$ cat src/rtl/binmv_pkg.sv
`timescale 1ns/1ps
package binmv_pkg;

  // Per-read strobes sent from the walker to the datapath.
  typedef struct packed {
    logic issue;     // a coupling word is being read this cycle
    logic firstCol;  // first column tile of the row: clear the accumulator
    logic lastCol;   // last column tile of the row: result is final
    logic lastAll;   // final read of the whole product
  } mvStrobe_t;

endpackage

$ cat src/rtl/binmv_ctrl.sv
`timescale 1ns/1ps
module binmv_ctrl
  import binmv_pkg::*;
#(
  parameter int N = 10,
  parameter int U = 4,
  localparam int NT = (N + U - 1) / U,
  localparam int IW = (N > 1) ? $clog2(N) : 1,
  localparam int KW = (U > 1) ? $clog2(U) : 1,
  localparam int CW = (NT > 1) ? $clog2(NT) : 1,
  localparam int AW = (N * NT > 1) ? $clog2(N * NT) : 1
) (
  input  logic          clk,
  input  logic          rstN,
  input  logic          start,
  input  logic          pipeBusy,
  output mvStrobe_t     strobe,
  output logic [IW-1:0] rowIdx,
  output logic [KW-1:0] kIdx,
  output logic [CW-1:0] colTile,
  output logic [AW-1:0] wAddr,
  output logic          running
);

  localparam int LASTROWS = N - (NT - 1) * U;

  typedef enum logic {S_IDLE, S_RUN} ctlState_t;
  ctlState_t st;

  logic [CW-1:0] rt, ct;
  logic [KW-1:0] k;
  logic lastRt, lastCt, lastK;

  assign lastRt = (rt == CW'(NT - 1));
  assign lastCt = (ct == CW'(NT - 1));
  assign lastK  = lastRt ? (k == KW'(LASTROWS - 1)) : (k == KW'(U - 1));

  // Walk: row tile outer, column tile middle, row inside tile inner.
  always_ff @(posedge clk or negedge rstN) begin
    if (!rstN) begin
      st <= S_IDLE;
      rt <= '0;
      ct <= '0;
      k  <= '0;
    end else if (st == S_IDLE) begin
      if (start && !pipeBusy) begin
        st <= S_RUN;
        rt <= '0;
        ct <= '0;
        k  <= '0;
      end
    end else begin
      if (!lastK) begin
        k <= k + 1'b1;
      end else begin
        k <= '0;
        if (!lastCt) begin
          ct <= ct + 1'b1;
        end else begin
          ct <= '0;
          if (!lastRt) rt <= rt + 1'b1;
          else         st <= S_IDLE;
        end
      end
    end
  end

  assign running         = (st == S_RUN);
  assign strobe.issue    = (st == S_RUN);
  assign strobe.firstCol = (ct == '0);
  assign strobe.lastCol  = lastCt;
  assign strobe.lastAll  = lastCt && lastRt && lastK;

  assign rowIdx  = IW'(32'(rt) * U + 32'(k));
  assign kIdx    = k;
  assign colTile = ct;
  assign wAddr   = AW'(32'(rowIdx) * NT + 32'(ct));

  // every read falls inside the coupling memory
  p_addr_range_r8: assert property (@(posedge clk) disable iff (!rstN)
    strobe.issue |-> (32'(wAddr) < N * NT))
    else $error("read address outside the coupling memory");

  // after the last row of a tile, the column tile advances and the row tile stays
  p_tile_step_r8: assert property (@(posedge clk) disable iff (!rstN)
    (strobe.issue && lastK && !lastCt) |=>
      (k == '0 && ct == $past(ct) + 1'b1 && rt == $past(rt)))
    else $error("column tile did not advance");

  // a product in flight is never restarted
  p_restart_block_r7: assert property (@(posedge clk) disable iff (!rstN)
    (strobe.issue && !strobe.lastAll) |=>
      (strobe.issue && !(rt == '0 && ct == '0 && k == '0)))
    else $error("walk restarted mid-product");

endmodule

$ cat src/rtl/binmv_datapath.sv
`timescale 1ns/1ps
module binmv_datapath
  import binmv_pkg::*;
#(
  parameter int N  = 10,
  parameter int U  = 4,
  parameter int XW = 8,
  localparam int NT = (N + U - 1) / U,
  localparam int IW = (N > 1) ? $clog2(N) : 1,
  localparam int KW = (U > 1) ? $clog2(U) : 1,
  localparam int CW = (NT > 1) ? $clog2(NT) : 1,
  localparam int HW = XW + 1 + $clog2(N)
) (
  input  logic                 clk,
  input  logic                 rstN,
  input  mvStrobe_t            strobe,
  input  logic [IW-1:0]        rowIdx,
  input  logic [KW-1:0]        kIdx,
  input  logic [CW-1:0]        colTile,
  input  logic [N*XW-1:0]      xVec,
  input  logic [U-1:0]         wData,
  output logic                 hValid,
  output logic [IW-1:0]        hIdx,
  output logic signed [HW-1:0] hOut,
  output logic                 done,
  output logic                 pipeBusy
);

  localparam int LG    = $clog2(U);
  localparam int STG   = LG + 2;       // memory stage + leaf stage + tree levels
  localparam int NODES = 2 * U - 1;
  localparam int BOUND = U * (2 ** (XW - 1));

  // Amplitude unpack
  logic signed [XW-1:0] xArr [N];
  for (genvar j = 0; j < N; j++) begin : g_unpack
    assign xArr[j] = $signed(xVec[j*XW +: XW]);
  end

  // Strobe/index pipeline aligned with the data
  mvStrobe_t     sPipe [STG];
  logic [IW-1:0] iPipe [STG];
  logic [KW-1:0] kPipe [STG];
  logic [CW-1:0] ctQ;

  always_ff @(posedge clk or negedge rstN) begin
    if (!rstN) begin
      for (int s = 0; s < STG; s++) begin
        sPipe[s] <= '0;
        iPipe[s] <= '0;
        kPipe[s] <= '0;
      end
      ctQ <= '0;
    end else begin
      sPipe[0] <= strobe;
      iPipe[0] <= rowIdx;
      kPipe[0] <= kIdx;
      ctQ      <= colTile;
      for (int s = 1; s < STG; s++) begin
        sPipe[s] <= sPipe[s-1];
        iPipe[s] <= iPipe[s-1];
        kPipe[s] <= kPipe[s-1];
      end
    end
  end

  // Leaf terms: +x, -x, or zero for padding columns
  logic [U-1:0][HW-1:0] leafD;
  for (genvar b = 0; b < U; b++) begin : g_leaf
    logic [31:0]          colIdx;
    logic                 inRange;
    logic [31:0]          colSafe;
    logic signed [HW-1:0] xExt;
    assign colIdx  = 32'(ctQ) * U + b;
    assign inRange = sPipe[0].issue && (colIdx < N);
    assign colSafe = inRange ? colIdx : 32'd0;
    assign xExt    = HW'(xArr[IW'(colSafe)]);
    assign leafD[b] = !inRange ? '0 : (wData[b] ? xExt : -xExt);
  end

  // Registered adder tree in heap order: leaves at U-1.., root at 0
  logic signed [HW-1:0] node [NODES];
  always_ff @(posedge clk or negedge rstN) begin
    if (!rstN) begin
      for (int n = 0; n < NODES; n++) node[n] <= '0;
    end else begin
      for (int n = 0; n < U - 1; n++) node[n] <= node[2*n+1] + node[2*n+2];
      for (int b = 0; b < U; b++)     node[U-1+b] <= $signed(leafD[b]);
    end
  end

  // Accumulation across column tiles
  mvStrobe_t            sL;
  logic [IW-1:0]        iL;
  logic [KW-1:0]        kL;
  logic signed [HW-1:0] acc [U];
  logic signed [HW-1:0] sumNow;
  logic                 lastQ;

  assign sL     = sPipe[STG-1];
  assign iL     = iPipe[STG-1];
  assign kL     = kPipe[STG-1];
  assign sumNow = (sL.firstCol ? '0 : acc[kL]) + node[0];

  always_ff @(posedge clk or negedge rstN) begin
    if (!rstN) begin
      for (int r = 0; r < U; r++) acc[r] <= '0;
      hValid <= 1'b0;
      hIdx   <= '0;
      hOut   <= '0;
      lastQ  <= 1'b0;
      done   <= 1'b0;
    end else begin
      if (sL.issue) acc[kL] <= sumNow;
      hValid <= sL.issue && sL.lastCol;
      if (sL.issue && sL.lastCol) begin
        hOut <= sumNow;
        hIdx <= iL;
      end
      lastQ <= sL.issue && sL.lastAll;
      done  <= lastQ;
    end
  end

  always_comb begin
    pipeBusy = lastQ;
    for (int s = 0; s < STG; s++) pipeBusy = pipeBusy | sPipe[s].issue;
  end

  // Checker state for the ordering property
  logic [IW-1:0] nextIdx;
  always_ff @(posedge clk or negedge rstN) begin
    if (!rstN)       nextIdx <= '0;
    else if (hValid) nextIdx <= (hIdx == IW'(N - 1)) ? '0 : hIdx + 1'b1;
  end

  // a tree root never exceeds U full-scale terms
  p_no_overflow_r3: assert property (@(posedge clk) disable iff (!rstN)
    sL.issue |-> (node[0] <= BOUND && node[0] >= -BOUND))
    else $error("tree root out of range");

  // results leave in ascending index order
  p_index_order_r5: assert property (@(posedge clk) disable iff (!rstN)
    hValid |-> (hIdx == nextIdx))
    else $error("result index out of order");

  // done follows the valid of the last index
  p_done_after_last_r6: assert property (@(posedge clk) disable iff (!rstN)
    done |-> ($past(hValid) && hIdx == IW'(N - 1)))
    else $error("done without a preceding final valid");

  // done lasts one cycle
  p_done_single_r6: assert property (@(posedge clk) disable iff (!rstN)
    done |=> !done)
    else $error("done longer than one cycle");

endmodule

$ cat src/rtl/binmv_engine.sv
`timescale 1ns/1ps
module binmv_engine
  import binmv_pkg::*;
#(
  parameter int N  = 10,
  parameter int U  = 4,
  parameter int XW = 8,
  localparam int NT = (N + U - 1) / U,
  localparam int IW = (N > 1) ? $clog2(N) : 1,
  localparam int AW = (N * NT > 1) ? $clog2(N * NT) : 1,
  localparam int HW = XW + 1 + $clog2(N)
) (
  input  logic                 clk,
  input  logic                 rstN,
  input  logic                 start,
  input  logic [N*XW-1:0]      xVec,
  input  logic [U-1:0]         wData,
  output logic [AW-1:0]        wAddr,
  output logic                 wRdEn,
  output logic                 busy,
  output logic                 hValid,
  output logic [IW-1:0]        hIdx,
  output logic signed [HW-1:0] hOut,
  output logic                 done
);

  localparam int KW = (U > 1) ? $clog2(U) : 1;
  localparam int CW = (NT > 1) ? $clog2(NT) : 1;

  mvStrobe_t     strobe;
  logic [IW-1:0] rowIdx;
  logic [KW-1:0] kIdx;
  logic [CW-1:0] colTile;
  logic          running;
  logic          pipeBusy;

  binmv_ctrl #(.N(N), .U(U)) u_ctrl (
    .clk      (clk),
    .rstN     (rstN),
    .start    (start),
    .pipeBusy (pipeBusy),
    .strobe   (strobe),
    .rowIdx   (rowIdx),
    .kIdx     (kIdx),
    .colTile  (colTile),
    .wAddr    (wAddr),
    .running  (running)
  );

  binmv_datapath #(.N(N), .U(U), .XW(XW)) u_dp (
    .clk      (clk),
    .rstN     (rstN),
    .strobe   (strobe),
    .rowIdx   (rowIdx),
    .kIdx     (kIdx),
    .colTile  (colTile),
    .xVec     (xVec),
    .wData    (wData),
    .hValid   (hValid),
    .hIdx     (hIdx),
    .hOut     (hOut),
    .done     (done),
    .pipeBusy (pipeBusy)
  );

  assign wRdEn = strobe.issue;
  assign busy  = running | pipeBusy;

endmodule

$ cat config.mk
export PLATFORM = sky130hd
export DESIGN_NAME = binmv_engine
export DESIGN_NICKNAME = d
export VERILOG_FILES = /design/src/rtl/binmv_pkg.sv /design/src/rtl/binmv_ctrl.sv /design/src/rtl/binmv_datapath.sv /design/src/rtl/binmv_engine.sv
export SDC_FILE = /design/constraint.sdc
export NUM_CORES = 1
export LEC_CHECK = 0
export ABC_AREA = 0
export BUFFER_PORTS_ARGS = -buffer_cell sky130_fd_sc_hd__buf_2
export CAP_MARGIN = 20
export CORE_ASPECT_RATIO = 0.75
export CORE_MARGIN = 8
export CORE_UTILIZATION = 25
export CTS_CLUSTER_DIAMETER = 50
export DETAILED_ROUTE_END_ITERATION = 16
export PLACE_DENSITY_LB_ADDON = 0.05
export SETUP_SLACK_MARGIN = 0.2
export SYNTH_ARGS = -nofsm -noshare
export SYNTH_HDL_FRONTEND = slang
export SYNTH_SLANG_ARGS = --single-unit
$ cat constraint.sdc
create_clock -name clk -period 8.7 [get_ports clk]
set_clock_uncertainty 0.1 [all_clocks]
set_input_delay 1.74 -clock clk [delete_from_list [all_inputs] [get_ports clk]]
set_output_delay 1.74 -clock clk [all_outputs]
set_load 0.05 [all_outputs]
# == After elaboration in Yosys (flattened, before gate mapping) ==
# Index checks and enable logic that the tools add are counted.
# word_totals
ff_bits,212
input_bits,87
output_inout_bits,26
wordCells,151
# classes
add_sub_neg,16
n_mul,1
order_cmp,10
n_eq_ne,7
mux,47
n_bitwise,10
n_reduce_logical,15
# op_table
cell,n
$mux W13,12
$bmux W8 S4,4
$mux W8,8
$add A13 B13 Y13,4
$bwmux W52,1
$neg A13 Y13,4
$bmux W13 S2,1
$demux W13 S2,1
$ge A5 B5 Y1 const B,4
$mux W2,10
$not A4 Y5,4
$mux W4,4
$lt A5 B4 Y1 const B,3
$add A4 B2 Y5 const B,2
$logic_and A1 B1 Y1,10
$add A2 B1 Y2 const B,3
$eq A2 B2 Y1 const B,3
$mux W1,6
$ne A2 B2 Y1 const B,3
$add A4 B1 Y5 const B,1
$add A5 B2 Y5,1
$mul A4 B2 Y5 const B,1
$or A1 B1 Y1,5
$add A4 B2 Y4,1
other kinds (10),10

# == Logic depth before layout (Yosys ltp) ==
# Gate-level depths: netlist (run 1).
# logic_depth
depth_word,11
mapped_depth,11
mapped_depth_nobuf,10

# == Modules after synthesis ==
# Synthesis (run 1) repeated with hierarchy kept, for this count alone.
# unflattened
hier_cells,1009
area_unflattened_um2,10979.3
# modules_own_cells
module,instances,cells_per_inst,area_per_inst_um2
binmv_datapath,1,943,10364.9
binmv_ctrl,1,65,608.1
binmv_engine,1,1,6.3

# == Worst setup path after synthesis (run 1) ==
# Ideal clock, no wire load.
# synth_path
path_type,register -> output
startpoint,reg u_ctrl.k[0] (netlist: u_ctrl.kIdx[0])
endpoint,out wAddr[3]
arrival_ns,2.410
required_time_ns,6.860
setup_slack_ns,4.450
path_stages_with_launch,6
path_buffers,0
path_cell_list,dfrtp_1 fa_1 ha_1 inv_1 fa_1 xnor2_1
# synth_via
elab_chain_cells,3
# synth_lines
element,line,rtl
"start, declared",binmv_ctrl.sv:31,logic [KW-1:0] k;
"start signal, assigned",binmv_ctrl.sv:54,k <= k + 1'b1;
$add A4 B2 Y4,binmv_ctrl.sv:74,assign rowIdx = IW'(32'(rt) * U + 32'(k));
$mul A4 B2 Y5,binmv_ctrl.sv:77,assign wAddr = AW'(32'(rowIdx) * NT + 32'(ct));
$add A5 B2 Y5,binmv_ctrl.sv:77,
"end, declared",binmv_engine.sv:18,"output logic [AW-1:0] wAddr,"
# Every way passes these cells.

# == Worst setup path after layout (run 1) ==
# Same ends and word-level chain as after synthesis.

==> flow_summary.toml, run 1 <==
[global_routing]
track_usage = 0.1171
overflow = 0
grt_pass1_vias = 7929
grt_max_degree = 104
antenna_found_initial = 0
grt_pass1_wl_um = 46400

[sta]
min_period_ns = 4.455
rsz0062_at_grt = "false"
fmax_ghz = 0.2245
finalSetupViolations = 0
fin_setup_tns_ns = 0
finalHoldViolCount = 0
relSlewSlack = 0.3295
drv_slew = 0
worstMarginPinSlew_ns = 1.003
min_period_over_period = 0.5121

[final_layout]
drive_above_1_share = 0.1914
antenna_cells = 0
multi_input_area_um2 = 5214
n_fill_cell = 4472
stdcell_count = 1703
utilization = 0.3025
nNetsFinal = 1265
area_delta_synth_final_pct = 19.25
seq_area_um2 = 5105

[setup_path]
crit_chain = "fa_1, ha_1, inv_1, fa_1, xnor2_1, buf_2"
cp_common_cell = "fa_1"
crit_slowest_cell = "fa_1"
cp_num_buf_inv = 2
max_stage_delay_ns = 0.58
cp-start-kind = "flip-flop"
critPathMaxFanout = 9
arrival_ns = 2.62
required_ns = 6.86
critical_path_class = "flip-flop to primary output"
endpoint_kind = "primary output"
cpLargestDelayFamily = "adder cells"

[detailed_routing]
num_vias = 7554
drt_first_pass_iters = 5
drtIter0Drc = 341
via_per_inst = 4.436
post_drt_wl_per_cell_um = 17.14
final_antenna_net_count = 0
drc = 0
drt_wl_total_um = 29190

[synth]
yosysMostFrequentCell = "dfrtp_1"
synth.distinct_cells = 69
synth_common_cells = "dfrtp_1, nand2_1, o21ai_0, nor2_1, ha_1"
ys_seq_area_frac = 0.4786
ys_async_sr_fraction = 1.000
synth_top_area_share = 0.4786
synth_seq_cells = 204
avgSynthCellArea_um2 = 10.63
syn_area_um2 = 10670
yosysTopAreaCell = "dfrtp_1"
synth_edf_count = 0
ys_warn_count = 0
synthFlopType = "dfrtp_1"
syn_inst = 1003
synth_nets = 1156
synth_area_leaders = "dfrtp_1, ha_1, o21ai_0, nand2_1, xnor2_1"

[die]
io_pins = 113
core_um2 = 42050
die_y_um = 194.9
start_util = 0.2537
die_width_um = 254.5
row_count = 65
die-area_um2 = 49600

[clocking]
insertion_delay_ns = 0.54
cts_tree = "done"
cts_setup_buffers = 0
clock_tree.buffer_depth = 3
cts_hold_buf = 0
ctsResizeCount = 0
cts_buffers = 28
cts.clk_slew.worst_paths_ns = 0.06
cts_max_level = 1
cts-root-buf = "clkbuf_16"
clock_sinks = 204

[run]
drv_cap = 0

[placed_design]
port_buffers = 112
place_hpwl_um = 21760
gp_congestion = 0.7432
post-place-cells = 1650

[worst_hold_path]
hold_class = "flip-flop to flip-flop"

[pwr]
leakagePower_uw = 0.006063
p_per_area_nw_per_um2 = 228.6
vdd_drop_max_v = 0.0001167

[outcome]
outcome = "complete, no violations"
[stage by stage]
step	instance area, um2	power [uW]	hold WS [ns]	setup WS, ns
floorplan	10670	1641	0.2312	4.450
global placement	11770	1823	0.2316	4.477
detailed placement	11770	1829	0.2347	4.430
CTS	12690	2970	0.2457	4.179
global route	12720	3083	0.2456	4.077
finish	12720	2908	0.2458	4.245
[flip-flops by register name (all words and copies together) (netlist names), 2 cells and up]
name / flops
u_ctrl.colTile: 2
u_ctrl.kIdx: 2
u_ctrl.rt: 2
u_dp.acc: 52
u_dp.ctQ: 2
u_dp.hIdx: 4
u_dp.hOut: 13
u_dp.iL: 4
u_dp.iPipe: 12
u_dp.node: 91
u_dp.sL: 4
u_dp.sPipe: 12
[worst paths after layout]
| kind | startpoint | to | slack (ns) | cells past startpoint |
|---|---|---|---|---|
| worst max-delay path | u_ctrl.kIdx[0] | wAddr[3] | 4.24 | 6 |
| worst min-delay path | u_dp.sPipe[4] | u_dp.sL[0] | 0.25 | 0 |
| worst max register to register | u_dp.iL[1] | u_dp.acc[25] | 4.80 | 10 |
| worst min register to register | u_dp.sPipe[4] | u_dp.sL[0] | 0.25 | 0 |
| max in group asynchronous | rstN | u_dp.node[27] | 5.98 | 2 |
| min in group asynchronous | rstN | u_dp.hValid | 1.20 | 1 |
[power by group]
part	total, uW	switching [uW]	internal [uW]
Clock	1110	448	661
Combinational	577	351	226
Sequential	1220	92.0	1130
Total	2910	891	2020
[layout make-up]
type | instances | share of cell area
clock buffer | 38 | 0.06364
clock inverter | 14 | 0.008656
inverter | 32 | 0.009443
sequential | 204 | 0.4013
multi-input combinational | 726 | 0.4099
timing repair buffer | 120 | 0.05105
tap | 569 | 0.05597
[logic make-up after synthesis]
group | share of synthesized area
compound gates | 0.1552
simple gates | 0.1154
buf+inv | 0.03261
fa+ha+maj | 0.08164
xor+xnor | 0.05419
mux | 0.08235
flops | 0.4786
[layer usage]
metal  global-route usage  part of all wire
met5                    0                 0
met4              0.02285             0.016
met3              0.01933             0.029
met2               0.1741              0.43
met1               0.1760              0.52
[worst register-to-register path, stage by stage, from the launching register on]
cell and delay, ns:
dfrtp_1 0.90, mux4_2 0.40, nor2b_1 0.14, ha_1 0.24, fa_1 0.43, a211oi_1 0.33
o21bai_1 0.17, o22ai_1 0.34, o21ai_0 0.20, xnor2_1 0.35, o21ai_0 0.15
[placed cells by master (no fill, tap or decap), types with 7 or more instances in the layout]
| master | instances |
|---|---|
| a21o_1 | 19 |
| a21oi_1 | 57 |
| a311o_1 | 7 |
| a31oi_1 | 10 |
| and2_1 | 8 |
| buf_2 | 111 |
| buf_4 | 7 |
| clkbuf_16 | 29 |
| dfrtp_1 | 204 |
| ha_1 | 60 |
| inv_1 | 32 |
| mux2_2 | 27 |
| mux2i_1 | 24 |
| mux4_2 | 13 |
| nand2_1 | 96 |
| nand2b_1 | 9 |
| nand3_1 | 7 |
| nand4_1 | 7 |
| nor2_1 | 78 |
| nor2b_1 | 27 |
| o21a_1 | 13 |
| o21ai_0 | 92 |
| o21ai_1 | 9 |
| xnor2_1 | 36 |
| xor2_1 | 30 |
No activity file was read; power rests on OpenSTA's default activity.
==> inputs of run 2 (changes only) <==
==> constraint.sdc (replaced) <==
create_clock -name clk -period 3.66 [get_ports clk]
set_clock_uncertainty 0.1 [all_clocks]
set_input_delay 0.732 -clock clk [delete_from_list [all_inputs] [get_ports clk]]
set_output_delay 0.732 -clock clk [all_outputs]
set_load 0.05 [all_outputs]
==> flow_summary.toml, run 2 (synthesis results as in run 1) <==
[clocking]
clock_sinks = 204
cts-root-buf = "clkbuf_16"
cts_buffers = 27
cts_max_level = 1
cts.clk_slew.worst_paths_ns = 0.05
cts_hold_buf = 0
insertion_delay_ns = 0.53
clock_tree.buffer_depth = 3
cts_tree = "done"

[final_layout]
largest_reg_flops = 91
nNetsFinal = 1284
stdcell_area_um2 = 12920
antenna_cells = 0
top_register = "u_dp.node"
drive_above_1_share = 0.2139
largestRegisters = "u_dp.node (91), u_dp.acc (52), u_dp.hOut (13)"
area_delta_synth_final_pct = 21.15
final_cell_mix = "dfrtp_1, buf_2, nand2_1"
layout_commonest_cell = "dfrtp_1"
stdcell_count = 1719

[sta]
min_period_ns = 3.332
relSlewSlack = 0.3976
drv_slew = 0
rsz0062_at_grt = "true"
finalHoldViolCount = 0
finalSetupViolations = 0
min_period_over_period = 0.9105
worstMarginPinSlew_ns = 0.9036
fmax_ghz = 0.3001
fin_setup_tns_ns = 0

[die]
die_width_um = 254.5
row_count = 65
die_y_um = 194.9
start_util = 0.2537
die-area_um2 = 49600
io_pins = 113
core_um2 = 42050

[placed_design]
placed_area_um2 = 11930
gp_congestion = 0.7624
port_buffers = 112
place_hpwl_um = 22430
post-place-cells = 1666

[pwr]
leakagePower_uw = 0.006176
p_per_area_nw_per_um2 = 534.9
vdd_drop_max_v = 0.0002770
p_total_uw = 6912

[run]
drv_cap = 0

[setup_path]
critPathMaxFanout = 7
critical_path_class = "flip-flop to primary output"
worst_r2r_startpoint = "u_dp.iL[0]"
reg2reg_to = "u_dp.acc[51]"
reg2reg_depth = 11
arrival_ns = 2.50
required_ns = 2.83
endpoint_kind = "primary output"
regToRegSetupSlack_ns = 0.44
cp-start-kind = "flip-flop"

[global_routing]
grt_pass1_wl_um = 46580
overflow = 0
track_usage = 0.1189
antenna_found_initial = 0
grt_max_degree = 104
grt_pass1_vias = 7974

[outcome]
outcome = "complete, no violations"

[detailed_routing]
num_vias = 7607
drc = 0
post_drt_wl_per_cell_um = 17.17
drtIter0Drc = 387
drt_wl_total_um = 29520
final_antenna_net_count = 0
drt_first_pass_iters = 5
via_per_inst = 4.425

[worst_hold_path]
hold_class = "primary input to async pin"
-- run 2: per-layer routing --
layer | up-vias | wire, um | GRT usage
met4 | 0 | 454 | 0.02285
met1 | 3653 | 15560 | 0.1861
met5 | - | 0 | 0
met3 | 35 | 1237 | 0.02186
li1 | 3821 | - | -
met2 | 98 | 12270 | 0.1662
-- run 2: repair_timing --
action                     4_1_cts  5_1_grt
setup endpoints to repair       12       27
resized for setup                2       12
pin swaps                        2        2
setup buffers                    2        3
-- run 2: power by group --
part,switching (uW),total [uW],internal [uW]
combinational,835,1390,553
sequential,225,2910,2690
clock,1010,2610,1600
-- run 2: worst max path at each step --
stage                        start            to  slack, ns  depth (start not counted)
floorplan           u_ctrl.kIdx[0]      wAddr[3]       0.42                          5
global placement        u_dp.iL[0]  u_dp.acc[51]       0.12                         10
detailed placement      u_dp.iL[0]  u_dp.acc[51]       0.05                         10
CTS                     u_dp.iL[0]  u_dp.acc[51]       0.21                         11
global route            u_dp.iL[0]  u_dp.acc[34]       0.17                          9
finish              u_ctrl.kIdx[0]      wAddr[2]       0.33                          6
-- run 2: cell type report --
type	count	area, um2
Clock buffer	34	752.0
Clock inverter	14	145.1
Fill cell	4422	29120
Inverter	32	120.1
Multi-Input combinational cell	726	5264
Sequential cell	204	5107
Tap cell	569	711.9
Timing Repair Buffer	140	822.0
-- run 2: critical path, cell delays in order, from the launching register on --
cell,delay (ns)
dfrtp_2,0.46
fa_1,0.56
ha_2,0.17
inv_1,0.05
fa_2,0.51
inv_1,0.04
buf_4,0.18
-- run 2: stage by stage --
stage | util | setup slack, ns | hold slack [ns]
after floorplan | - | 0.4176 | 0.2312
after global placement | 0.2837 | 0.1225 | 0.2316
after CTS | 0.3055 | 0.2061 | 0.2264
final | 0.3073 | 0.3277 | 0.1779
after global routing | 0.3073 | 0.1734 | 0.2272
after detailed placement | 0.2837 | 0.04936 | 0.2347
==> inputs of run 3 (changes only) <==
--- a/config.mk
+++ b/config.mk
@@ -13,7 +13,7 @@
 export CORE_UTILIZATION = 25
 export CTS_CLUSTER_DIAMETER = 50
 export DETAILED_ROUTE_END_ITERATION = 16
-export PLACE_DENSITY_LB_ADDON = 0.05
+export PLACE_DENSITY = 0.47
 export SETUP_SLACK_MARGIN = 0.2
 export SYNTH_ARGS = -nofsm -noshare
 export SYNTH_HDL_FRONTEND = slang
==> constraint.sdc (replaced) <==
create_clock -name clk -period 3.8 [get_ports clk]
set_clock_uncertainty 0.1 [all_clocks]
set_input_delay 0.76 -clock clk [delete_from_list [all_inputs] [get_ports clk]]
set_output_delay 0.76 -clock clk [all_outputs]
set_load 0.05 [all_outputs]
==> flow_summary.toml, run 3 (synthesis results as in run 1) <==
[pwr]
p_switching_uw = 1904
power_frac_clock = 0.365
vdd_drop_max_v = 0.0003533
combinationalPowerShare = 0.203
p_per_area_nw_per_um2 = 509.2
leakagePower_uw = 0.006060
p_seq_frac = 0.433
p_sw_frac = 0.2941
p_int_uw = 4570

[run]
drv_cap = 0

[clocking]
cts_max_level = 1
clock_sinks = 204
cts-root-buf = "clkbuf_16"
clock_tree.buffer_depth = 3
cts_buffers = 25
cts_hold_buf = 0
cts.clk_slew.worst_paths_ns = 0.06
cts_tree = "done"
insertion_delay_ns = 0.51

[setup_path]
critPathMaxFanout = 9
crit_slowest_cell = "fa_1"
critical_path_class = "flip-flop to primary output"
endpoint_kind = "primary output"
crit_chain = "fa_1, ha_1, inv_1, fa_1, xnor2_1, clkbuf_4"
max_stage_delay_ns = 0.56
arrival_ns = 2.58
required_ns = 2.94
cp_common_cell = "fa_1"
cp-start-kind = "flip-flop"

[sta]
drv_slew = 0
relSlewSlack = 0.3187
min_period_ns = 3.438
fin_setup_tns_ns = 0
min_period_over_period = 0.9049
finalHoldViolCount = 0
rsz0062_at_grt = "false"
hold_ws_ns = 0.1511
finalSetupViolations = 0
fmax_ghz = 0.2908
worstMarginPinSlew_ns = 1.019

[placed_design]
place_hpwl_um = 19640
port_buffers = 112
gp_congestion = 0.7834

[die]
row_count = 65
core_um2 = 42050
die_width_um = 254.5
start_util = 0.2537
die-area_um2 = 49600
io_pins = 113
die_y_um = 194.9

[detailed_routing]
drc = 0
drtIter0Drc = 405
drt_first_pass_iters = 5
drt_wl_total_um = 25870
num_vias = 7604
final_antenna_net_count = 0
post_drt_wl_per_cell_um = 15.18
via_per_inst = 4.462

[final_layout]
area_delta_synth_final_pct = 19.20
seq_area_um2 = 5107
top_register = "u_dp.node"
multi_input_area_um2 = 5248
layout_commonest_cell = "dfrtp_1"
largest_reg_flops = 91
antenna_cells = 0
nNetsFinal = 1269
largestRegisters = "u_dp.node (91), u_dp.acc (52), u_dp.hOut (13)"
n_fill_cell = 4347
final_cell_mix = "dfrtp_1, buf_2, nand2_1"
drive_above_1_share = 0.1956

[global_routing]
grt_pass1_wl_um = 42060
grt_busiest_layer = "met1"
met3_usage = 0.01706
use_met1 = 0.1555
grt_pass1_vias = 7630
antenna_found_initial = 0
track_usage = 0.1031
grt_max_degree = 89
overflow = 0
use_met2 = 0.1532

[outcome]
outcome = "complete, no violations"

[worst_hold_path]
hold_class = "primary input to async pin"
[run 3: worst paths after layout]
| check | depth (start not counted) | to | slack [ns] | startpoint |
|---|---|---|---|---|
| hold reg to reg | 0 | u_dp.iL[0] | 0.24 | u_dp.iPipe[4] |
| min in group clk | 0 | u_dp.iL[0] | 0.24 | u_dp.iPipe[4] |
| hold / removal | 1 | u_dp.hValid | 0.15 | rstN |
| max in group asynchronous | 2 | u_dp.node[29] | 2.43 | rstN |
| setup reg to reg | 10 | u_dp.acc[23] | 0.51 | u_dp.iL[0] |
| setup / recovery | 6 | wAddr[3] | 0.36 | u_ctrl.kIdx[0] |
[run 3: cell type report]
cell class / count / area share
clock inverters: 12 / 0.01191
clock buffers: 34 / 0.05343
inverters: 32 / 0.009447
well taps: 569 / 0.05599
repair buffers: 127 / 0.05481
multi-input cells: 726 / 0.4127
flip-flops and latches: 204 / 0.4017
[run 3: repair_timing]
action,CTS,global route
setup buffers,0,1
endpoints found under the setup margin,0,22
gates resized for setup,0,9
[run 3: power groups by stage]
stage / sequential [uW] / clock, uW / combinational, uW
after CTS: 2800 / 2450 / 1340
after detailed placement: 2840 / 0 / 1330
final: 2800 / 2360 / 1310
after floorplan: 3020 / 0 / 735
after global placement: 2850 / 0 / 1310
after global routing: 2860 / 2540 / 1470
[run 3: worst max-delay path: cells and delay by family, from the launching register on]
kind / cells / cell delay [ns]
xor+xnor: 1 / 0.16
flops: 1 / 0.48
buf+inv: 2 / 0.31
fa+ha+maj: 3 / 1.11
[run 3: through the flow]
stage	power [uW]	utilization	cell area (um2)	cells	setup slack, ns
after floorplan	3758	-	10670	1003	0.5296
after global placement	4160	0.2815	11840	1657	0.3627
after detailed placement	4172	0.2815	11840	1657	0.2985
after CTS	6587	0.3013	12670	1703	0.2524
after global routing	6871	0.3024	12710	1704	0.2193
final	6474	0.3024	12710	1704	0.3615
[run 3: routing by layer]
metal / wire length, um / part of all wire
met5: 0 / 0
met4: 372 / 0.014
met3: 891 / 0.034
met2: 11340 / 0.44
met1: 13260 / 0.51
